<file path="config.mk">
export PLATFORM = sky130hd
export DESIGN_NAME = intr_desc_gen
export DESIGN_NICKNAME = d
export VERILOG_FILES = /design/src/rtl/intr_desc_pkg.sv /design/src/rtl/intr_pend_trk.sv /design/src/rtl/intr_desc_fmt.sv /design/src/rtl/intr_desc_gen.sv
export SDC_FILE = /design/constraint.sdc
export NUM_CORES = 1
export LEC_CHECK = 0
export ABC_AREA = 1
export ABC_CLOCK_PERIOD_IN_PS = 2100
export BUFFER_PORTS_ARGS = -buffer_cell sky130_fd_sc_hd__buf_2
export CAP_MARGIN = 25
export CORE_ASPECT_RATIO = 2
export CORE_UTILIZATION = 32
export CTS_BUF_LIST = sky130_fd_sc_hd__clkbuf_8
export DETAILED_ROUTE_END_ITERATION = 8
export PLACE_DENSITY = 0.66
export SETUP_SLACK_MARGIN = 0.5
export SYNTH_ARGS = -nofsm -noshare
export SYNTH_HDL_FRONTEND = slang
export SYNTH_SLANG_ARGS = --single-unit
</file>
<file path="constraint.sdc">
create_clock -name clk -period 2.1 [get_ports clk]
set_input_delay 0.63 -clock clk [delete_from_list [all_inputs] [get_ports clk]]
set_output_delay 0.63 -clock clk [all_outputs]
set_load 0.01 [all_outputs]
</file>
<file path="src/rtl/intr_desc_pkg.sv">
package intr_desc_pkg;
    localparam int unsigned COND_N = 7;
    localparam int unsigned MASK_N = 5;
    localparam int unsigned CODE_W = 8;
    localparam int unsigned PTR_W  = 24;
    localparam int unsigned WORD_W = 32;
    localparam int unsigned PFX_W  = WORD_W - CODE_W - 4;
    localparam int unsigned LPFX_W = WORD_W - PTR_W;

    localparam logic [PFX_W-1:0]  WORD_PFX = PFX_W'(20'hC1000);
    localparam logic [LPFX_W-1:0] LOCK_PFX = LPFX_W'(8'hC7);

    // condition bit positions
    localparam int unsigned C_NIO  = 0;
    localparam int unsigned C_ALRM = 1;
    localparam int unsigned C_RTIO = 2;
    localparam int unsigned C_TTMR = 3;
    localparam int unsigned C_OTMP = 4;
    localparam int unsigned C_IPC  = 5;
    localparam int unsigned C_MP   = 6;
    localparam int unsigned M_EXT  = 4;

    // cause codes with extension words
    localparam logic [CODE_W-1:0] CAUSE_KREQ  = CODE_W'(8'h06);
    localparam logic [CODE_W-1:0] CAUSE_LOCK0 = CODE_W'(8'h01);
    localparam logic [CODE_W-1:0] CAUSE_LOCK3 = CODE_W'(8'h04);

    // summary field bit positions in the descriptor word
    localparam int unsigned XY_LSB    = 4;
    localparam int unsigned XY_INSTR  = 6;
    localparam logic [7:0]  XY_CONDMK = 8'h37;

    typedef struct packed {
        logic [COND_N-1:0] pend;
        logic              ipend;
        logic [CODE_W-1:0] icause;
        logic [CODE_W-1:0] icode;
        logic [PTR_W-1:0]  iptr;
    } trk_state_t;

    typedef struct packed {
        logic              irq;
        logic [WORD_W-1:0] intr;
        logic [WORD_W-1:0] ext;
        logic [WORD_W-1:0] cause;
        logic [WORD_W-1:0] xcause;
    } snap_state_t;
endpackage

</file>
<file path="src/rtl/intr_pend_trk.sv">
module intr_pend_trk
    import intr_desc_pkg::*;
(
    input  logic              clk,
    input  logic              rst_n,
    input  logic [COND_N-1:0] cond_req,
    input  logic [MASK_N-1:0] cond_mask,
    input  logic              icause_vld,
    input  logic [CODE_W-1:0] icause_code,
    input  logic [CODE_W-1:0] kreq_code,
    input  logic [PTR_W-1:0]  lock_ptr,
    input  logic              svc,
    input  logic              svc_instr,
    output logic [COND_N-1:0] cond_now,
    output logic              instr_now,
    output logic [CODE_W-1:0] cause_now,
    output logic [CODE_W-1:0] code_now,
    output logic [PTR_W-1:0]  ptr_now
);
    trk_state_t        s_d, s_q;
    logic [COND_N-1:0] incoming;
    logic [COND_N-1:0] mask_exp;

    always_comb begin
        incoming         = cond_req;
        incoming[C_IPC]  = cond_req[C_IPC] & cond_mask[M_EXT];
        mask_exp         = {cond_mask[M_EXT], cond_mask[M_EXT], cond_mask};
        cond_now         = s_q.pend | incoming;
        instr_now        = s_q.ipend | icause_vld;
        cause_now        = s_q.ipend ? s_q.icause : icause_code;
        code_now         = s_q.ipend ? s_q.icode  : kreq_code;
        ptr_now          = s_q.ipend ? s_q.iptr   : lock_ptr;

        s_d      = s_q;
        s_d.pend = (s_q.pend & ~(svc ? mask_exp : '0)) | incoming;
        if (s_q.ipend) begin
            if (svc && svc_instr) begin
                s_d.ipend = 1'b0;
            end
        end else if (icause_vld) begin
            s_d.ipend  = 1'b1;
            s_d.icause = icause_code;
            s_d.icode  = kreq_code;
            s_d.iptr   = lock_ptr;
        end
    end

    always_ff @(posedge clk) begin
        if (!rst_n) s_q <= '0;
        else        s_q <= s_d;
    end
endmodule

</file>
<file path="src/rtl/intr_desc_fmt.sv">
module intr_desc_fmt
    import intr_desc_pkg::*;
(
    input  logic [COND_N-1:0] cond_now,
    input  logic [MASK_N-1:0] cond_mask,
    input  logic              instr_now,
    input  logic [CODE_W-1:0] cause_now,
    input  logic [CODE_W-1:0] code_now,
    input  logic [PTR_W-1:0]  ptr_now,
    output logic [7:0]        xy,
    output logic [WORD_W-1:0] intr_w,
    output logic [WORD_W-1:0] ext_w,
    output logic [WORD_W-1:0] cause_w,
    output logic [WORD_W-1:0] xcause_w
);
    logic [2:0] ext_bits;
    logic       is_lock;

    always_comb begin
        ext_bits = cond_now[C_MP:C_OTMP] & {3{cond_mask[M_EXT]}};
        xy = {1'b0, instr_now, |ext_bits, cond_now[C_TTMR] & cond_mask[C_TTMR],
              1'b0, cond_now[C_RTIO] & cond_mask[C_RTIO],
              cond_now[C_ALRM] & cond_mask[C_ALRM],
              cond_now[C_NIO] & cond_mask[C_NIO]};
        intr_w  = {WORD_PFX, xy, 4'h0};
        ext_w   = {{(WORD_W-3){1'b0}}, ext_bits};
        cause_w = instr_now ? {WORD_PFX, cause_now, 4'h0} : '0;
        is_lock = (cause_now >= CAUSE_LOCK0) && (cause_now <= CAUSE_LOCK3);
        if (instr_now && cause_now == CAUSE_KREQ)
            xcause_w = {WORD_PFX, code_now, 4'h0};
        else if (instr_now && is_lock)
            xcause_w = {LOCK_PFX, ptr_now};
        else
            xcause_w = '0;
    end
endmodule

</file>
<file path="src/rtl/intr_desc_gen.sv">
module intr_desc_gen
    import intr_desc_pkg::*;
(
    input  logic              clk,
    input  logic              rst_n,
    input  logic [COND_N-1:0] cond_req,
    input  logic [MASK_N-1:0] cond_mask,
    input  logic              instr_end,
    input  logic              icause_vld,
    input  logic [CODE_W-1:0] icause_code,
    input  logic [CODE_W-1:0] kreq_code,
    input  logic [PTR_W-1:0]  lock_ptr,
    input  logic              proc_taken,
    output logic [WORD_W-1:0] intr_desc,
    output logic [WORD_W-1:0] ext_desc,
    output logic [WORD_W-1:0] cause_desc,
    output logic [WORD_W-1:0] xcause_desc,
    output logic              irq
);
    snap_state_t       s_d, s_q;
    logic              svc;
    logic              svc_instr;
    logic              raise;
    logic [COND_N-1:0] cond_now;
    logic              instr_now;
    logic [CODE_W-1:0] cause_now;
    logic [CODE_W-1:0] code_now;
    logic [PTR_W-1:0]  ptr_now;
    logic [7:0]        xy;
    logic [WORD_W-1:0] intr_w, ext_w, cause_w, xcause_w;

    assign svc       = s_q.irq & proc_taken;
    assign svc_instr = s_q.intr[XY_LSB + XY_INSTR];

    intr_pend_trk trk_i (
        .clk         (clk),
        .rst_n       (rst_n),
        .cond_req    (cond_req),
        .cond_mask   (cond_mask),
        .icause_vld  (icause_vld),
        .icause_code (icause_code),
        .kreq_code   (kreq_code),
        .lock_ptr    (lock_ptr),
        .svc         (svc),
        .svc_instr   (svc_instr),
        .cond_now    (cond_now),
        .instr_now   (instr_now),
        .cause_now   (cause_now),
        .code_now    (code_now),
        .ptr_now     (ptr_now)
    );

    intr_desc_fmt fmt_i (
        .cond_now  (cond_now),
        .cond_mask (cond_mask),
        .instr_now (instr_now),
        .cause_now (cause_now),
        .code_now  (code_now),
        .ptr_now   (ptr_now),
        .xy        (xy),
        .intr_w    (intr_w),
        .ext_w     (ext_w),
        .cause_w   (cause_w),
        .xcause_w  (xcause_w)
    );

    always_comb begin
        raise = !s_q.irq && (xy[XY_INSTR] || (instr_end && |(xy & XY_CONDMK)));
        s_d   = s_q;
        if (raise) begin
            s_d.irq    = 1'b1;
            s_d.intr   = intr_w;
            s_d.ext    = ext_w;
            s_d.cause  = cause_w;
            s_d.xcause = xcause_w;
        end else if (svc) begin
            s_d.irq = 1'b0;
        end
    end

    always_ff @(posedge clk) begin
        if (!rst_n) s_q <= '0;
        else        s_q <= s_d;
    end

    assign irq         = s_q.irq;
    assign intr_desc   = s_q.intr;
    assign ext_desc    = s_q.ext;
    assign cause_desc  = s_q.cause;
    assign xcause_desc = s_q.xcause;
endmodule

</file>
==> results of run 1 <==
area by class of cell:
class                   count  area share, %
flip-flops and latches     93          32.13
inverters                  34          2.359
clock inverters             5          1.308
repair buffers            133          14.50
well taps                 195          4.182
diodes                      1        0.04289
clock buffers              10          2.359
multi-input cells         494          43.13
what timing repair did:
| item | CTS | global route |
|---|---|---|
| setup endpoints to repair | 70 | 78 |
| setup buffers | 9 | 1 |
| pin swaps | 23 | 16 |
| resized for setup | 42 | 31 |
| gates cloned | 1 | 0 |
worst max-delay path: stages (launching register included):
cell and delay (ps):
dfxtp_4 440, inv_8 70, buf_8 140, nand2_4 60
nand4_4 130, nor2_8 180, nand2_8 90, buf_12 150
nor2_1 100, nand3_1 100, a21oi_2 130
cells in the mapped netlist:
cell type / n
nor2_1: 130
nand2_1: 116
dfxtp_1: 93
buf_4: 86
o21ai_0: 58
a21oi_1: 35
inv_1: 29
nand3_1: 26
mux2i_1: 24
clkbuf_1: 15
buf_2: 11
nor2_2: 11
o21ai_1: 5
buf_6: 4
nand2_2: 4
clkinv_1: 2
inv_2: 2
nand2_4: 2
a21oi_2: 1
a311oi_1: 1
conb_1: 1
inv_4: 1
nand3b_4: 1
nand4_4: 1
nor2_8: 1
nor3_2: 1
o211ai_1: 1
state kept, by name, indices dropped and copies added, names as in the netlist:
name         count
cause_desc       8
irq              1
trk_i.s_q       48
ext_desc         3
xcause_desc     26
intr_desc        7
worst paths after layout:
| path | from | to | cells past startpoint |
|---|---|---|---|
| hold / removal | trk_i.s_q[33] | trk_i.s_q[33] | 2 |
| setup reg to reg | trk_i.s_q[40] | xcause_desc[3] | 10 |
| hold reg to reg | trk_i.s_q[33] | trk_i.s_q[33] | 2 |
| setup / recovery | trk_i.s_q[40] | xcause_desc[3] | 10 |
kinds of logic after synthesis:
| family | after synthesis |
|---|---|
| AOI/OAI and AO/OA | 101 |
| buffers and inverters | 150 |
| DFF | 93 |
| muxes | 24 |
| other | 1 |
| and+or+nand+nor | 293 |
metrics by stage:
step	std cells	hold slack [ps]	worst slack, ps	utilization [%]	cell area (um^2)
CTS	963	455.2	429.4	38.78	5717
global route	965	474.9	303.1	39.58	5834
global placement	938	440.2	173.9	35.68	5260
finish	965	458.5	428.1	39.58	5834
floorplan	737	429.3	445.9	-	5165
detailed placement	938	447.2	160.1	35.68	5260
report_power, final:
group          switching [mW]  internal (mW)
registers              0.0748           1.89
logic                   0.549          0.319
clock network           0.637          0.691
layer usage:
layer / track usage (%) / wire, um
met1: 17.86 / 4592
met3: 3.070 / 560
met5: 0 / 13
met4: 9.879 / 519
met2: 31.89 / 6968
==> results.sh, run 1 <==
export IMPL_timing_final_hold_violations=0
export IMPL_finalCriticalPeriod_ps=1672
export IMPL_drt_iter0_markers=168
export IMPL_synth_top_family_by_area="simple AND/OR/NAND/NOR gates"
export IMPL_max_freq_ghz=0.5981
export IMPL_drc_errors=0
export IMPL_cts_root_buf="clkbuf_8"
export IMPL_antenna_found_initial=2
export IMPL_p_leak_nw=2.769
export IMPL_drive_above_1_share_pct=29.00
export IMPL_multi_input_area_mm2=0.002516
export IMPL_syn_area_per_cell_um2=7.243
export IMPL_fin_skew_ps=14.27
export IMPL_grt_overflow=0
export IMPL_synth_cell_area_mm2=0.004795
export IMPL_hpwl_um=8866
export IMPL_cts_hold_buf=0
export IMPL_clockBufferDepth=2
export IMPL_crit_arrival_ps=1980
export IMPL_synthSimpleGateAreaFrac_pct=25.89
export IMPL_cts_tree="built"
export IMPL_wire_per_inst_um=13.11
export IMPL_finalMaxSlewViolations=0
export IMPL_synthToLayoutAreaGrowth_pct=21.69
export IMPL_design_power_total_mw=4.157
export IMPL_synth_cell_types=27
export IMPL_cts_sinks=93
export IMPL_grt_pass1_wl_um=20420
export IMPL_powerDensity_mw_per_mm2=712.6
export IMPL_seqCellArea_mm2=0.001874
export IMPL_track_usage_pct=17.43
export IMPL_htreeDepth=3
export IMPL_hold_class="reg2reg"
export IMPL_setup_tns_ps=0
export IMPL_start_util_pct=32.53
export IMPL_synthMuxAreaShare_pct=5.010
export IMPL_wirelength_um=12650
export IMPL_critPathMaxFanout=9
export IMPL_yosys_area_top_type="dfxtp_1"
export IMPL_cts_buffers=9
export IMPL_synth_area_leaders="dfxtp_1, buf_4, nor2_1"
export IMPL_io_buffers=109
export IMPL_maxCapViolCount=0
export IMPL_place_gp_congestion=0.7729
export IMPL_clk_latency_ps=380
export IMPL_rrSetupSlack_ps=430
export IMPL_required_ps=2410
export IMPL_endpoint_kind="register"
export IMPL_final_cell_mix="nor2_1, buf_2, nand2_1"
export IMPL_die_area_mm2=0.01551
export IMPL_ys_seq_elements=93
export IMPL_synth_xor_area_share_pct=0
export IMPL_grt_pass1_vias=4048
export IMPL_synthAdderAreaFrac_pct=0
export IMPL_ant_nets=0
export IMPL_die_h_um=175.1
export IMPL_drt_pre_antenna_iters=4
export IMPL_max_slew_worst_pin_slew_ps=641.1
export IMPL_yosys_area_top_type_share_pct=38.83
export IMPL_yosysSeqAreaShare_pct=38.83
export IMPL_worstSetupPathType="reg2reg"
export IMPL_final_common_cell="nor2_1"
export IMPL_clk_pin_slew_ps=100
export IMPL_period_share_pct=79.61
export IMPL_setup_viol=0
export IMPL_yosysWarningCount=0
export IMPL_die_w_um=88.56
export IMPL_status="complete, no violations"
export IMPL_netlist_instances=662
export IMPL_viasPerCell=4.429
export IMPL_io_pins=186
export IMPL_grt_max_degree=59
export IMPL_nNetsFinal=822
export IMPL_slew_headroom_pct=57.11
export IMPL_nFillCells=1550
export IMPL_synth_compound_area_share_pct=10.75
export IMPL_num_vias=4274
export IMPL_rsz0062_at_grt="yes"
export IMPL_peakVddDrop_uv=274.7
export IMPL_core_mm2=0.01474
export IMPL_startpoint_type="register"
export IMPL_rows=63
Power figures use the tool's default switching activity.
==> run 2: changes to the inputs <==
--- a/config.mk
+++ b/config.mk
@@ -5,15 +5,15 @@
 export SDC_FILE = /design/constraint.sdc
 export NUM_CORES = 1
 export LEC_CHECK = 0
-export ABC_AREA = 1
-export ABC_CLOCK_PERIOD_IN_PS = 2100
+export ABC_AREA = 0
+export ABC_CLOCK_PERIOD_IN_PS = 1340
 export BUFFER_PORTS_ARGS = -buffer_cell sky130_fd_sc_hd__buf_2
 export CAP_MARGIN = 25
 export CORE_ASPECT_RATIO = 2
 export CORE_UTILIZATION = 32
 export CTS_BUF_LIST = sky130_fd_sc_hd__clkbuf_8
 export DETAILED_ROUTE_END_ITERATION = 8
-export PLACE_DENSITY = 0.66
+export PLACE_DENSITY = 0.68
 export SETUP_SLACK_MARGIN = 0.5
 export SYNTH_ARGS = -nofsm -noshare
 export SYNTH_HDL_FRONTEND = slang
==> constraint.sdc (replaced) <==
create_clock -name clk -period 1.34 [get_ports clk]
set_input_delay 0.402 -clock clk [delete_from_list [all_inputs] [get_ports clk]]
set_output_delay 0.402 -clock clk [all_outputs]
set_load 0.01 [all_outputs]
==> run 2 against run 1 <==
  * The flow now finishes with violations (setup timing)
  * Cell count is 5.1% lower
  * Synthesized cell count is 15% lower
  * Clock power is 50% higher
==> results.sh, run 2 <==
export IMPL_slowest_delay_ps=490
export IMPL_clockBufferDepth=2
export IMPL_ys_seq_elements=93
export IMPL_yosysSeqAreaShare_pct=38.94
export IMPL_async_flop_share_pct=0
export IMPL_largest_register="trk_i.s_q"
export IMPL_drt_pre_antenna_iters=5
export IMPL_post_route_cell_area_mm2=0.006849
export IMPL_cp_num_buf_inv=3
export IMPL_timing_final_hold_violations=0
export IMPL_yosysMostFrequentCell="nand2_1"
export IMPL_powerDensity_mw_per_mm2=981.8
export IMPL_finalCriticalPeriod_ps=1954
export IMPL_hp_start="kreq_code[1]"
export IMPL_maxCapViolCount=0
export IMPL_yosys_area_top_type_share_pct=38.94
export IMPL_cts_sinks=93
export IMPL_hold_class="in2reg"
export IMPL_cts_buffers=9
export IMPL_drt_iter0_markers=187
export IMPL_period_share_pct=145.8
export IMPL_num_vias=4241
export IMPL_synth_cell_area_mm2=0.004781
export IMPL_wire_per_inst_um=14.42
export IMPL_synthToLayoutAreaGrowth_pct=43.26
export IMPL_violations="setup timing"
export IMPL_startpoint_type="register"
export IMPL_fin_skew_ps=17.30
export IMPL_final_cell_mix="nand2_1, conb_1, buf_6"
export IMPL_grt_pass1_vias=4046
export IMPL_rr_endpoint="intr_desc[5]"
export IMPL_routed_top_layer="met4"
export IMPL_met3WireLength_um=521
export IMPL_die_h_um=174.9
export IMPL_rr_startpoint="trk_i.s_q[47]"
export IMPL_diodes=0
export IMPL_start_util_pct=32.96
export IMPL_startpoint="trk_i.s_q[47]"
export IMPL_antenna_found_initial=1
export IMPL_max_freq_ghz=0.5117
export IMPL_io_buffers=109
export IMPL_die_area_mm2=0.01546
export IMPL_rrSetupSlack_ps=-610
export IMPL_grt_overflow=0
export IMPL_worst_r2r_cell_count=8
export IMPL_path_depth=8
export IMPL_design_power_total_mw=6.724
export IMPL_nNetsFinal=776
export IMPL_netlist_instances=560
export IMPL_met2WireLength_um=7545
export IMPL_wl_met1_um=4757
export IMPL_synth_common_cells="nand2_1, dfxtp_1, buf_4"
export IMPL_peakVddDrop_uv=442.5
export IMPL_synth_area_leaders="dfxtp_1, buf_4, nand2_1"
export IMPL_grt_pass1_wl_um=20640
export IMPL_clk_pin_slew_ps=100
export IMPL_cts_hold_buf=0
export IMPL_yosys_area_top_type="dfxtp_1"
export IMPL_rsz0062_at_grt="yes"
export IMPL_viasPerCell=4.630
export IMPL_track_usage_pct=17.87
export IMPL_syn_area_per_cell_um2=8.537
export IMPL_final_common_cell="nand2_1"
export IMPL_p_leak_nw=2.960
export IMPL_cts_tree="built"
export IMPL_ant_nets=0
export IMPL_holdWs_ps=266.7
export IMPL_finalMaxSlewViolations=0
export IMPL_core_mm2=0.01451
export IMPL_rows=62
export IMPL_setup_viol=85
export IMPL_crit_slowest_cell="or4_4"
export IMPL_status="complete, but fails checks"
export IMPL_place_gp_congestion=0.7843
export IMPL_grt_max_degree=54
export IMPL_synthFlopType="dfxtp_1"
export IMPL_drc_errors=0
export IMPL_critPathTopFamily="compound AO/OA/AOI/OAI gates"
export IMPL_die_w_um=88.43
export IMPL_cts_root_buf="clkbuf_8"
export IMPL_endpoint_kind="register"
export IMPL_setup_tns_ps=-28130
export IMPL_drive_above_1_share_pct=43.78
export IMPL_crit_arrival_ps=2260
export IMPL_pre_cts_slack_ps=-947.5
export IMPL_crit_path_cell_trace="or4_4 -> o31ai_4 -> a311o_1 -> buf_6 -> buf_12 -> buf_16 -> nand2_1 -> a21boi_1"
export IMPL_worst_slack_ps=-614.4
export IMPL_required_ps=1640
export IMPL_critPathMaxFanout=5
export IMPL_worstSetupEndpoint="intr_desc[5]"
export IMPL_synth_edf_count=0
export IMPL_largest_reg_flops=48
export IMPL_io_pins=186
export IMPL_htreeDepth=3
export IMPL_clk_latency_ps=370
export IMPL_yosysWarningCount=0
export IMPL_hpwl_um=8585
export IMPL_wirelength_um=13210
export IMPL_worstSetupPathType="reg2reg"
export IMPL_synth_cell_types=42
export IMPL_place_area_mm2=0.005569
-- run 2: routing by layer --
metal	GRT usage (%)	up-vias
li1	-	2063
met1	17.83	2006
met2	33.62	151
met3	3.165	21
met4	9.274	0
met5	0	-
-- run 2: through the flow --
stage | std cells | util, %
2_1_floorplan | 635 | -
3_3_place_gp | 865 | 38.39
3_5_place_dp | 865 | 38.39
4_1_cts | 909 | 45.63
5_1_grt | 916 | 47.21
6_report | 916 | 47.21
-- run 2: repair_timing --
item | in CTS | in global routing
gates resized for setup | 131 | 48
gates cloned | 6 | 0
hold endpoints to repair | 0 | 0
buffers inserted | 22 | 7
pin swaps | 18 | 16
endpoints found under the setup margin | 146 | 146
-- run 2: final cells by class --
type	instances	area, um^2
fill	1409	7657
multi-input combinational	419	2609
sequential	93	1938
timing repair buffer	196	1854
tap	192	240.2
clock buffer	11	151.4
clock inverter	5	56.30
-- run 2: report_power, final --
part | total (mW) | switching [mW] | internal [mW]
logic | 1.68 | 0.816 | 0.863
clock network | 2.00 | 1.03 | 0.966
registers | 3.05 | 0.120 | 2.93
-- run 2: cells by family after synthesis --
| family | synth area share (%) |
|---|---|
| AOI/OAI and AO/OA | 21.59 |
| buffers and inverters | 17.33 |
| DFF | 38.94 |
| muxes | 5.025 |
| other | 0.07844 |
| and+or+nand+nor | 17.04 |
-- run 2: how the worst min path moves through the flow --
stage,slack [ps],cells after the start,end
floorplan,430,2,trk_i.s_q[10]
global placement,440,2,xcause_desc[12]
detailed placement,440,2,intr_desc[5]
CTS,240,3,trk_i.s_q[5]
global route,240,3,trk_i.s_q[31]
finish,270,3,trk_i.s_q[25]
-- run 2: tightest hold or removal path, delay by kind of cell --
kind                   cells  cell delay (ps)
AOI/OAI and AO/OA          1               50
and+or+nand+nor            1               50
buffers and inverters      1              100
